### src/rtl/extirq_pkg.sv
package extirq_pkg;

    localparam int PEND_BIT = 3;
    localparam int ACK_BIT  = 2;
    localparam int MASK_BIT = 1;
    localparam int MODE_BIT = 0;

    typedef struct packed {
        logic pending;
        logic mask;
        logic level_mode;
    } irq_state_t;

endpackage

### src/rtl/extirq_sync.sv
module extirq_sync #(
    parameter int STAGES = 2
) (
    input  logic clk_i,
    input  logic rst_ni,
    input  logic async_i,
    output logic sync_o
);
    typedef struct packed {
        logic [STAGES-1:0] chain;
    } sync_state_t;

    sync_state_t st_d, st_q;

    always_comb begin
        st_d = st_q;
        st_d.chain[0] = async_i;
        for (int i = 1; i < STAGES; i++) begin
            st_d.chain[i] = st_q.chain[i-1];
        end
    end

    always_ff @(posedge clk_i or negedge rst_ni) begin
        if (!rst_ni) st_q <= '{chain: '1};
        else         st_q <= st_d;
    end

    assign sync_o = st_q.chain[STAGES-1];

endmodule

### src/rtl/extirq_edge.sv
module extirq_edge (
    input  logic clk_i,
    input  logic rst_ni,
    input  logic lvl_i,
    output logic fall_o,
    output logic low_o
);
    typedef struct packed {
        logic prev;
    } edge_state_t;

    edge_state_t st_d, st_q;

    always_comb begin
        st_d      = st_q;
        st_d.prev = lvl_i;
    end

    always_ff @(posedge clk_i or negedge rst_ni) begin
        if (!rst_ni) st_q <= '{prev: 1'b1};
        else         st_q <= st_d;
    end

    assign fall_o = st_q.prev & ~lvl_i;
    assign low_o  = ~lvl_i;

endmodule

### src/rtl/extirq_ctrl.sv
module extirq_ctrl
    import extirq_pkg::*;
#(
    parameter int SYNC_STAGES = 2,
    parameter int DW          = 8
) (
    input  logic          clk_i,
    input  logic          rst_ni,
    input  logic          pin_i,
    input  logic          pin_en_i,
    input  logic          wr_en_i,
    input  logic [DW-1:0] wdata_i,
    input  logic          rd_en_i,
    output logic [DW-1:0] rdata_o,
    output logic          irq_o
);
    logic pin_sync;
    logic fall_w;
    logic low_w;
    logic set_w;
    logic ack_w;

    irq_state_t st_d, st_q;

    extirq_sync #(.STAGES(SYNC_STAGES)) u_sync (
        .clk_i   (clk_i),
        .rst_ni  (rst_ni),
        .async_i (pin_i),
        .sync_o  (pin_sync)
    );

    extirq_edge u_edge (
        .clk_i  (clk_i),
        .rst_ni (rst_ni),
        .lvl_i  (pin_sync),
        .fall_o (fall_w),
        .low_o  (low_w)
    );

    always_comb begin
        st_d  = st_q;
        set_w = pin_en_i & (fall_w | (st_q.level_mode & low_w));
        ack_w = wr_en_i & wdata_i[ACK_BIT];
        if (wr_en_i) begin
            st_d.mask       = wdata_i[MASK_BIT];
            st_d.level_mode = wdata_i[MODE_BIT];
        end
        if (set_w)      st_d.pending = 1'b1;
        else if (ack_w) st_d.pending = 1'b0;
    end

    always_ff @(posedge clk_i or negedge rst_ni) begin
        if (!rst_ni) st_q <= '0;
        else         st_q <= st_d;
    end

    always_comb begin
        rdata_o = '0;
        if (rd_en_i) begin
            rdata_o[PEND_BIT] = st_q.pending;
            rdata_o[MASK_BIT] = st_q.mask;
            rdata_o[MODE_BIT] = st_q.level_mode;
        end
    end

    assign irq_o = st_q.pending & ~st_q.mask;

    AST_FALL_SETS: assert property (@(posedge clk_i) disable iff (!rst_ni)
        (pin_en_i && fall_w) |=> st_q.pending) else $error("fall lost");

    AST_LEVEL_HOLDS: assert property (@(posedge clk_i) disable iff (!rst_ni)
        (pin_en_i && st_q.level_mode && !pin_sync) |=> st_q.pending) else $error("level lost");

    AST_ACK_CLEARS: assert property (@(posedge clk_i) disable iff (!rst_ni)
        (wr_en_i && wdata_i[ACK_BIT] && !fall_w && !(st_q.level_mode && !pin_sync)) |=> !st_q.pending)
        else $error("ack ignored");

    AST_DISABLED_QUIET: assert property (@(posedge clk_i) disable iff (!rst_ni)
        (!pin_en_i && !st_q.pending) |=> !st_q.pending) else $error("disabled set");

    AST_READ_ZEROS: assert property (@(posedge clk_i) disable iff (!rst_ni)
        rd_en_i |-> (rdata_o[DW-1:4] == '0 && !rdata_o[ACK_BIT])) else $error("reserved bits");

    AST_MASKED_EDGE: assert property (@(posedge clk_i) disable iff (!rst_ni)
        (st_q.mask && !wr_en_i && pin_en_i && fall_w) |=> (st_q.pending && !irq_o)) else $error("masked edge");

endmodule

### config.mk
export PLATFORM = sky130hd
export DESIGN_NAME = extirq_ctrl
export DESIGN_NICKNAME = d
export VERILOG_FILES = /design/src/rtl/extirq_pkg.sv /design/src/rtl/extirq_sync.sv /design/src/rtl/extirq_edge.sv /design/src/rtl/extirq_ctrl.sv
export SDC_FILE = /design/constraint.sdc
export NUM_CORES = 1
export LEC_CHECK = 0
export BUFFER_PORTS_ARGS = -buffer_cell sky130_fd_sc_hd__buf_4
export CELL_PAD_IN_SITES_DETAIL_PLACEMENT = 1
export CELL_PAD_IN_SITES_GLOBAL_PLACEMENT = 2
export CORE_MARGIN = 2
export CORE_UTILIZATION = 16
export CTS_CLUSTER_DIAMETER = 120
export DETAILED_ROUTE_END_ITERATION = 10
export PLACE_DENSITY_LB_ADDON = 0.1
export SLEW_MARGIN = 20
export SYNTH_ARGS = -nofsm -noshare
export SYNTH_HDL_FRONTEND = slang
export SYNTH_SLANG_ARGS = --single-unit
### constraint.sdc
create_clock -name clk_i -period 0.82 [get_ports clk_i]
set_input_delay 0.164 -clock clk_i [delete_from_list [all_inputs] [get_ports clk_i]]
set_output_delay 0.164 -clock clk_i [all_outputs]
set_load 0.02 [all_outputs]
-- Word-level counts from Yosys, hierarchy flattened
Index checks and enable logic that the tools add are counted.
- register bits: 6
- input port bits: 14
- output and inout port bits: 9
- logic and storage cells: 18
- mux-type cells: 4
- bitwise gates (word level): 8
- reduce and logical (&&, ||, !) cells: 1
- operator list (kind ; number):
    1-bit AND ; 5
    1-bit two-way mux ; 3
    2-bit two-way mux ; 1
    1-bit NOT ; 2
    2-bit nonzero test ; 1
    1-bit bitwise OR ; 1

-- Depth between registers and ports, before layout
Gate-level depths: netlist of the first run.
- depth in word-level cells: 5
- depth in mapped cells: 2
- gate-level depth less buffers: 2

-- Cells and area by module
A second synthesis of the first run with hierarchy kept.
- cell total of the unflattened synthesis: 23
- area, all modules: 274.0 sq um
- modules (own cells, without submodules) (module ; times used ; cells an instance ; area each (sq um) ; sequential area each (sq um)):
    extirq_ctrl ; 1 ; 18 ; 185.2 ; 75.1
    extirq_sync ; 1 ; 2 ; 52.6 ; 52.6
    extirq_edge ; 1 ; 3 ; 36.3 ; 26.3

-- Worst setup path after synthesis of the first run
No wires, ideal clock.
- kind: register -> output
- start: register st_q[1] in the netlist's numbering
- end: output port irq_o
- arrival: 0.681 ns
- required time: 0.656 ns
- path slack: -0.025 ns
- cell stages (with the launch flop): 2
- buffers on the path: 0
- cells stage by stage: dfrtp_1 -> nor2b_1
- longest elaborated chain between the ends: 2
- RTL lines (item ; line ; text):
    start: declaration ; extirq_ctrl.sv:23 ; irq_state_t st_d, st_q;
    start signal: assignment ; extirq_ctrl.sv:54 ; else st_q <= st_d;
    1-bit NOT ; extirq_ctrl.sv:66 ; assign irq_o = st_q.pending & ~st_q.mask;
    1-bit AND ; extirq_ctrl.sv:66 ;
    end: declaration ; extirq_ctrl.sv:15 ; output logic irq_o
Every way passes these cells.

-- Worst setup path in the final report of the first run
- start: register st_q[1] in the netlist's numbering
- end: output port rdata_o[1]
- longest elaborated chain between the ends: 1
- RTL lines (item ; line ; text):
    2-bit two-way mux ; extirq_ctrl.sv:59 ; if (rd_en_i) begin
    end: declaration ; extirq_ctrl.sv:14 ; output logic [DW-1:0] rdata_o,
Every way passes these cells.

==> flow_summary.json, run 1 <==
{
  "portion_of_total_power_attributed_to_combinational_logic_pct": 26.5,
  "drtPass1Iterations": 4,
  "grt_overflow_total": 0,
  "power.share.clock_pct": 33.9,
  "first_global_vias": 202,
  "report.final.hold_viol_count": 0,
  "timing.hold.ws_ps": 31.7,
  "start_kind": "register",
  "power.share.switching_pct": 25.0,
  "multiInputGateArea_um2": 110,
  "port_buffers": 12,
  "cell_class_contributing_the_biggest_share_of_worst_path_delay": "flip-flops",
  "synth.distinct_cells": 11,
  "detail_route.wirelength.met1_um": 259,
  "syn_inst": 22,
  "row_count": 14,
  "place_congestion": 0.633,
  "synth.ff_latch_count": 6,
  "route.detailed.wl_per_inst_um": 9.05,
  "power_density_mw_per_mm2": 1870,
  "clock-sinks": 6,
  "worst_clock_skew_on_the_final_layout_ps": 6.86,
  "p_sw_mw": 0.217,
  "drv_slew": 0,
  "antenna_found_initial": 0,
  "sequential_cell_area_fraction_in_the_yosys_report_pct": 56.4,
  "overall_power_of_the_completed_layout_mw": 0.865,
  "hold_wc_path_type": "input pin to register",
  "wl_um": 525,
  "failing_checks": "setup timing",
  "floorplan.die_area_mm2": 0.00205,
  "met3WireLength_um": 54,
  "critical_path.slowest_cell": "dfrtp_1",
  "arrival_time_reported_for_the_critical_path_endpoint_ps": 910,
  "maxCapViolations": 0,
  "crit_required_ps": 660,
  "nets": 57,
  "worstPathMaxFanout": 3,
  "die_y_um": 45.3,
  "routed-wl-met2_um": 207,
  "highest_count_cells_in_the_layout_ignoring_fill_and_taps": "buf_4, buf_6, conb_1",
  "layout.filler_cells": 185,
  "final.min_clock_period_ps": 1080,
  "layout_worst_path_cycle_share_pct": 131,
  "fmax_ghz": 0.930,
  "final_critical_path_setup_slack_ps": -256,
  "design.portCount": 23,
  "cts_max_path_buffers": 2,
  "routed-via-count": 205,
  "final-setup-viol-count": 6,
  "dr.max_layer_used": "met4",
  "seqCellArea_um2": 154,
  "initial_utilization_pct": 17.5,
  "critical_path.n_buffers_inverters": 1,
  "maximum_vdd_drop_mv": 0.606,
  "drt_drc_violations_left": 0,
  "floorplan.die.width_um": 45.3,
  "placeableCoreArea_mm2": 0.00156,
  "status": "finished, violations left",
  "worstSetupEndpointType": "output port",
  "clk_transition_reported_paths_ps": 50,
  "leakage_nw": 0.228,
  "root_buffer": "clkbuf_4",
  "area_growth_syn_to_layout_pct": 69.7,
  "cp_cell_instances": "and2_4 -> buf_6",
  "clock_tree_from_tritoncts": "done",
  "ant_nets": 0,
  "critPathMaxStageDelay_ps": 400,
  "mappedNetlistArea_um2": 273,
  "setup_repair_after_global_routing_missed_its_margin": "true",
  "portion_of_total_power_attributed_to_sequential_cells_pct": 39.6,
  "crit_type": "register to output port",
  "vias_per_cell": 3.53,
  "ys_warn_count": 0,
  "grt_first_pass_wirelength_um": 903,
  "groute.usage.overall_pct": 6.85,
  "worst_skew_pair.late_latency_ps": 240,
  "grt_start_max_net_pins": 7,
  "dr.first_iter.drc_count": 1,
  "h-tree-depth": 1,
  "syn-mean-instance-area_um2": 12.4,
  "ant_diodes": 0,
  "fraction_of_final_layout_cells_with_drive_strength_greater_than_1_pct": 66.7,
  "num_cts_buffers": 3,
  "p_int_mw": 0.649,
  "layout_commonest_cell": "buf_4"
}
[path summary, 6_finish.rpt]
kind,from,depth (start not counted),slack [ps],to
min reg2reg,u_sync.st_q[0],0,360,u_sync.st_q[1]
max in group asynchronous,rst_ni,2,350,u_sync.st_q[0]
max reg2reg,st_q[1],2,-90,st_q[1]
max,st_q[1],2,-260,rdata_o[1]
min in group asynchronous,rst_ni,2,260,st_q[0]
min,pin_i,1,30,u_sync.st_q[0]
[synth_stat cells]
cell type	count	area share, %
dfrtp_1	3	28
dfstp_2	3	29
and2_1	3	6.9
o2bb2ai_1	1	3.2
conb_1	1	1.4
nor2_1	1	1.4
buf_4	5	14
mux2_4	2	11
nor2b_1	1	2.3
nand2_1	1	1.4
nand2b_1	1	2.3
[cell families after synthesis]
| group | Yosys count | synth area share (%) |
|---|---|---|
| AO/OA/AOI/OAI | 1 | 3.21 |
| buffers and inverters | 5 | 13.8 |
| AND/OR/NAND/NOR | 7 | 14.2 |
| multiplexers | 2 | 11.0 |
| flip-flops | 6 | 56.4 |
| other | 1 | 1.37 |
[flip-flops by register name, summed over array words and instances (netlist names)]
register,flops
st_q,3
u_sync.st_q,2
u_edge.st_q,1
[timing repair]
action | 4_1_cts | 5_1_grt
gates resized for setup | 8 | 1
setup endpoints to repair | 4 | 7
cloned | 0 | 0
pin swaps | 2 | 0
hold buffers | 1 | 0
buffers inserted | 3 | 0
endpoints found under the hold margin | 6 | 0
[cell type report]
type                       count  area share, %
tap                           16           4.32
clock buffer                   4           5.68
sequential                     6           33.2
multi-input combinational     15           23.8
timing repair buffer          17           33.0
[layer usage]
layer | track usage (%) | vias to the layer above
met5 | 0 | -
met4 | 7.06 | 0
met3 | 2.40 | 2
met2 | 7.43 | 14
met1 | 9.61 | 91
li1 | - | 98
[worst register-to-register path: stages, from the launching register on]
cell and delay, ps:
dfrtp_1 400, buf_4 140, mux2_4 260
[power by group through the flow]
| stage | clock [mW] | combinational, mW | sequential [mW] |
|---|---|---|---|
| floorplan | 0 | 0.104 | 0.342 |
| global placement | 0 | 0.161 | 0.348 |
| detailed placement | 0 | 0.164 | 0.349 |
| CTS | 0.311 | 0.229 | 0.342 |
| global route | 0.326 | 0.248 | 0.345 |
| finish | 0.293 | 0.230 | 0.342 |
[through the flow]
step	TNS (ps)	std cells	instance area [um2]	setup slack, ps	util, %
after floorplan	0	26	290	56.3	-
after global placement	-95.2	50	370	-43.5	23.8
after detailed placement	-103	50	370	-50.9	23.8
after CTS	-1200	58	459	-267	29.5
after global routing	-1380	58	463	-287	29.7
final	-1150	58	463	-256	29.7
No activity file was read; power rests on OpenSTA's default activity.
==> run 2: changes to the inputs <==
--- a/config.mk
+++ b/config.mk
@@ -5,11 +5,13 @@
 export SDC_FILE = /design/constraint.sdc
 export NUM_CORES = 1
 export LEC_CHECK = 0
+export ABC_AREA = 1
 export BUFFER_PORTS_ARGS = -buffer_cell sky130_fd_sc_hd__buf_4
 export CELL_PAD_IN_SITES_DETAIL_PLACEMENT = 1
 export CELL_PAD_IN_SITES_GLOBAL_PLACEMENT = 2
+export CORE_ASPECT_RATIO = 0.75
 export CORE_MARGIN = 2
-export CORE_UTILIZATION = 16
+export CORE_UTILIZATION = 15
 export CTS_CLUSTER_DIAMETER = 120
 export DETAILED_ROUTE_END_ITERATION = 10
 export PLACE_DENSITY_LB_ADDON = 0.1
==> flow_summary.json, run 2 <==
{
  "fmax_ghz": 0.944,
  "wl_um": 592,
  "ys_warn_count": 0,
  "antenna_found_initial": 0,
  "crit_type": "register to output port",
  "hold_path_depth": 1,
  "reg.largest.list": "st_q: 3 flops, u_sync.st_q: 2 flops, u_edge.st_q: 1 flops",
  "num_cts_buffers": 3,
  "setup_repair_after_global_routing_missed_its_margin": "true",
  "number_of_flip_flops_in_the_largest_register": 3,
  "h-tree-depth": 1,
  "biggest_register": "st_q",
  "dr.first_iter.drc_count": 4,
  "most_frequent_cells_after_synthesis": "nand2_1, inv_1, buf_4",
  "worstSetupEndpointType": "output port",
  "worst_clock_skew_on_the_final_layout_ps": 5.78,
  "ant_nets": 0,
  "placedInstanceArea_um2": 378,
  "postSynth.asyncResetShare_pct": 100,
  "top_count_cell_post_synth": "nand2_1",
  "synth_top_area_cell": "dfstp_2",
  "final_critical_path_setup_slack_ps": -239,
  "port_buffers": 12,
  "critical_path.reg2reg.startpoint": "st_q[1]",
  "worstPathMaxFanout": 3,
  "route.detailed.wl_per_inst_um": 8.00,
  "initial_utilization_pct": 16.1,
  "mappedNetlistArea_um2": 280,
  "drt_drc_violations_left": 0,
  "layout_worst_path_cycle_share_pct": 129,
  "reg2reg_to": "st_q[1]",
  "floorplan.die_area_mm2": 0.00223,
  "placeableCoreArea_mm2": 0.00174,
  "grt_start_max_net_pins": 7,
  "groute.usage.overall_pct": 7.46,
  "arrival_time_reported_for_the_critical_path_endpoint_ps": 900,
  "overall_power_of_the_completed_layout_mw": 0.823,
  "final.min_clock_period_ps": 1060,
  "highest_count_cells_in_the_layout_ignoring_fill_and_taps": "nand2_1, buf_4, inv_1",
  "routed-via-count": 241,
  "crit_required_ps": 660,
  "worst_r2r_path_depth": 3,
  "min_delay_worst_endpoint": "u_sync.st_q[0]",
  "row_count": 13,
  "leakage_nw": 0.255,
  "cts_max_path_buffers": 2,
  "timing.hold.ws_ps": 28.1,
  "design.portCount": 23,
  "nets": 67,
  "synth.distinct_cells": 9,
  "syn_inst": 34,
  "first_global_vias": 253,
  "area_growth_syn_to_layout_pct": 58.5,
  "place_congestion": 0.652,
  "clk_transition_reported_paths_ps": 50,
  "fraction_of_final_layout_cells_with_drive_strength_greater_than_1_pct": 40.4,
  "drtPass1Iterations": 4,
  "worst_skew_pair.late_latency_ps": 250,
  "vias_per_cell": 3.26,
  "layout.filler_cells": 214,
  "maximum_vdd_drop_mv": 0.612,
  "synth.ff_latch_count": 6,
  "failing_checks": "setup timing",
  "status": "finished, violations left",
  "start_kind": "register",
  "report.final.hold_viol_count": 0,
  "maxCapViolations": 0,
  "grt_overflow_total": 0,
  "worstHoldStart": "pin_i",
  "hold_wc_path_type": "input pin to register",
  "root_buffer": "clkbuf_4",
  "die_y_um": 41.4,
  "ant_diodes": 0,
  "syn-mean-instance-area_um2": 8.24,
  "floorplan.die.width_um": 53.9,
  "grt_first_pass_wirelength_um": 1070,
  "synth_enable_flop_cells": 0,
  "fin_setup_tns_ps": -864,
  "final-setup-viol-count": 4,
  "cell_area_after_layout_um2": 444,
  "timing.reg2reg.setup_slack_ps": 60,
  "dp.final_hpwl_um": 459,
  "synth.area.top_cells": "dfstp_2, dfrtp_1, buf_4",
  "postSynth.topFlopCell": "dfstp_2",
  "synth_top_cell_area_share_pct": 28.1,
  "clock_tree_from_tritoncts": "done",
  "sequential_cell_area_fraction_in_the_yosys_report_pct": 54.9,
  "drv_slew": 0,
  "power_density_mw_per_mm2": 1850,
  "clock-sinks": 6
}
-- run 2: changes by cell type after synthesis, moves of 2 or more --
cell	change
and2_1	-3
inv_1	+8
mux2_4	-2
nand2_1	+9
-- run 2: cells by family (layout without fill, tap and decap cells) --
logic type             after synthesis  count (layout)  synth area share (%)
buffers and inverters               13              27                  24.1
other                                1               5                  1.34
AOI/OAI and AO/OA                    2               2                  3.57
DFF                                  6               6                  54.9
and+or+nand+nor                     12              12                  16.1
-- run 2: stage by stage --
step	instances	setup WS, ps	utilization, %
5_1_grt	74	-305	25.5
2_1_floorplan	38	56.7	-
6_report	74	-239	25.5
4_1_cts	73	-265	25.1
3_3_place_gp	67	5.22	21.7
3_5_place_dp	67	-4.53	21.7
-- run 2: final cells by class --
class                      instances  area (um2)  area share, %
timing repair buffer              15         130           29.3
multi-input combinational         19        76.3           17.2
clock buffer                       4        26.3           5.92
inverter                           8        30.0           6.76
sequential                         6         154           34.6
tap                               22        27.5           6.20
-- run 2: critical path, cell delays in order, from the launching register on --
cell	delay [ps]
dfrtp_1	360
inv_1	60
nor2_2	110
buf_6	120
-- run 2: where the power goes --
| group | total, mW | internal (mW) | switching, mW |
|---|---|---|---|
| Clock | 0.300 | 0.185 | 0.115 |
| Combinational | 0.182 | 0.0898 | 0.0920 |
| Sequential | 0.342 | 0.326 | 0.0154 |
-- run 2: timing repair --
| item | CTS | global route |
|---|---|---|
| hold buffers | 1 | 0 |
| pin swaps | 4 | 1 |
| gates resized for setup | 4 | 0 |
| endpoints found under the setup margin | 4 | 4 |
| buffers inserted | 1 | 1 |
| hold endpoints to repair | 6 | 0 |
-- run 2: worst max-delay path by stage --
stage / start / endpoint / cells past startpoint
2_1_floorplan: st_q[1] / irq_o / 1
3_3_place_gp: st_q[1] / rdata_o[1] / 3
3_5_place_dp: st_q[1] / rdata_o[1] / 3
4_1_cts: st_q[2] / irq_o / 3
5_1_grt: st_q[2] / irq_o / 3
6_report: st_q[2] / irq_o / 3
-- run 2: routing by layer --
| layer | vias to the layer above | GRT usage [%] | part of all wire (%) |
|---|---|---|---|
| met4 | 0 | 9.23 | 2.2 |
| met5 | - | 0 | 0 |
| met3 | 2 | 3.24 | 8.3 |
| li1 | 122 | - | - |
| met1 | 104 | 7.35 | 43 |
| met2 | 13 | 10.2 | 46 |
==> run 3: changes to the inputs <==
--- a/config.mk
+++ b/config.mk
@@ -7,11 +7,11 @@
 export LEC_CHECK = 0
 export ABC_AREA = 1
 export BUFFER_PORTS_ARGS = -buffer_cell sky130_fd_sc_hd__buf_4
+export CAP_MARGIN = 10
 export CELL_PAD_IN_SITES_DETAIL_PLACEMENT = 1
 export CELL_PAD_IN_SITES_GLOBAL_PLACEMENT = 2
-export CORE_ASPECT_RATIO = 0.75
 export CORE_MARGIN = 2
-export CORE_UTILIZATION = 15
+export CORE_UTILIZATION = 18
 export CTS_CLUSTER_DIAMETER = 120
 export DETAILED_ROUTE_END_ITERATION = 10
 export PLACE_DENSITY_LB_ADDON = 0.1
==> constraint.sdc (replaced) <==
create_clock -name clk_i -period 1.25 [get_ports clk_i]
set_input_delay 0.25 -clock clk_i [delete_from_list [all_inputs] [get_ports clk_i]]
set_output_delay 0.25 -clock clk_i [all_outputs]
set_load 0.02 [all_outputs]
==> flow_summary.json, run 3 (synthesis gave the netlist of run 2 again) <==
{
  "fraction_of_final_layout_cells_with_drive_strength_greater_than_1_pct": 36.0,
  "grt_overflow_total": 0,
  "crit_required_ps": 1000,
  "worst_skew_pair.late_latency_ps": 250,
  "maxCapViolations": 0,
  "antenna_found_initial": 0,
  "floorplan.die.width_um": 43.5,
  "route.detailed.wl_per_inst_um": 8.24,
  "biggest_register": "st_q",
  "crit_type": "register to output port",
  "routed-via-count": 237,
  "report.final.hold_viol_count": 0,
  "ant_diodes": 0,
  "seqCellArea_um2": 154,
  "num_cts_buffers": 3,
  "setup_repair_after_global_routing_missed_its_margin": "false",
  "first_global_vias": 260,
  "drv_slew": 0,
  "layout_commonest_cell": "buf_4",
  "port_buffers": 12,
  "nets": 65,
  "arrival_time_reported_for_the_critical_path_endpoint_ps": 930,
  "timing.reg2reg.setup_slack_ps": 500,
  "final-setup-viol-count": 0,
  "final.min_clock_period_ps": 1180,
  "dp.final_hpwl_um": 462,
  "clock_tree_from_tritoncts": "done",
  "floorplan.die_area_mm2": 0.00189,
  "reg.largest.list": "st_q: 3 flops, u_sync.st_q: 2 flops, u_edge.st_q: 1 flops",
  "cts_max_path_buffers": 2,
  "status": "finished clean",
  "ant_nets": 0,
  "h-tree-depth": 1,
  "area_growth_syn_to_layout_pct": 44.2,
  "drt_drc_violations_left": 0,
  "root_buffer": "clkbuf_4",
  "layout_worst_path_cycle_share_pct": 94.1,
  "row_count": 14,
  "place.detailed.instances": 61,
  "drtPass1Iterations": 3,
  "worst_clock_skew_on_the_final_layout_ps": 10.9,
  "multiInputGateArea_um2": 73.8,
  "worstPathMaxFanout": 3,
  "leakage_nw": 0.241,
  "start_kind": "register",
  "fmax_ghz": 0.850,
  "post_cts_resized": 0,
  "clk_transition_reported_paths_ps": 50,
  "placeableCoreArea_mm2": 0.00149,
  "number_of_flip_flops_in_the_largest_register": 3,
  "dr.first_iter.drc_count": 3,
  "vias_per_cell": 3.59,
  "maximum_vdd_drop_mv": 0.620,
  "worstSetupEndpointType": "output port",
  "die_y_um": 43.5,
  "hold_wc_path_type": "input pin to register",
  "grt_first_pass_wirelength_um": 1010,
  "cell_count_final_fillers_out": 66,
  "clock-sinks": 6,
  "wl_um": 544,
  "groute.usage.overall_pct": 7.82,
  "design.portCount": 23,
  "highest_count_cells_in_the_layout_ignoring_fill_and_taps": "buf_4, nand2_1, inv_1",
  "layout.filler_cells": 191,
  "initial_utilization_pct": 18.8,
  "place_congestion": 0.625,
  "grt_start_max_net_pins": 7,
  "fin_setup_tns_ps": 0,
  "power_density_mw_per_mm2": 1280
}
[run 3: changes by cell type in the layout (fill, tap and decap cells not counted)]
cell    delta
buf_6      -4
nor2_1     +1
buf_4      +2
nor2_2     -1
[run 3: per-layer routing]
metal,share of wire [%],track usage [%],wire [um],vias up
li1,-,-,-,117
met1,40,7.22,218,106
met2,49,11.9,269,14
met3,10,4.58,56,0
met4,0,7.27,0,0
met5,0,0,0,-
[run 3: report_power, final]
| part | total (mW) | internal, mW | switching [mW] |
|---|---|---|---|
| sequential | 0.224 | 0.214 | 0.00964 |
| combinational | 0.0979 | 0.0423 | 0.0556 |
| clock | 0.196 | 0.121 | 0.0745 |
[run 3: layout make-up]
| class | instances | area share (%) |
|---|---|---|
| flip-flops and latches | 6 | 38.1 |
| repair buffers | 13 | 24.8 |
| multi-input cells | 19 | 18.3 |
| inverters | 8 | 7.43 |
| clock buffers | 4 | 6.50 |
| well taps | 16 | 4.95 |
[run 3: per-stage QoR]
step / hold WS, ps / cell area [um2] / power [mW] / util [%] / setup slack (ps)
CTS: 105 / 404 / 0.533 / 27.1 / 58.5
global placement: 60.4 / 368 / 0.321 / 24.7 / 369
floorplan: -45.6 / 295 / 0.286 / - / 329
global route: 100 / 404 / 0.556 / 27.1 / 11.1
finish: 117 / 404 / 0.517 / 27.1 / 73.6
detailed placement: 61.8 / 368 / 0.324 / 24.7 / 340
[run 3: critical path, cell delays in order (launching register included)]
cell and delay [ps]:
dfrtp_1 410, nor2_1 120, buf_4 150
[run 3: path summary, 6_finish.rpt]
check                                from        endpoint  cells past startpoint
setup / recovery                  st_q[1]           irq_o                      2
hold / removal                      pin_i  u_sync.st_q[0]                      1
setup reg to reg           u_sync.st_q[1]         st_q[2]                      3
hold reg to reg            u_sync.st_q[0]  u_sync.st_q[1]                      0
max in group asynchronous          rst_ni  u_sync.st_q[1]                      2
min in group asynchronous          rst_ni         st_q[1]                      2
[run 3: repair_timing]
item,4_1_cts,5_1_grt
hold endpoints to repair,6,0
hold buffers,1,0
setup buffers,0,0
endpoints found under the setup margin,0,0
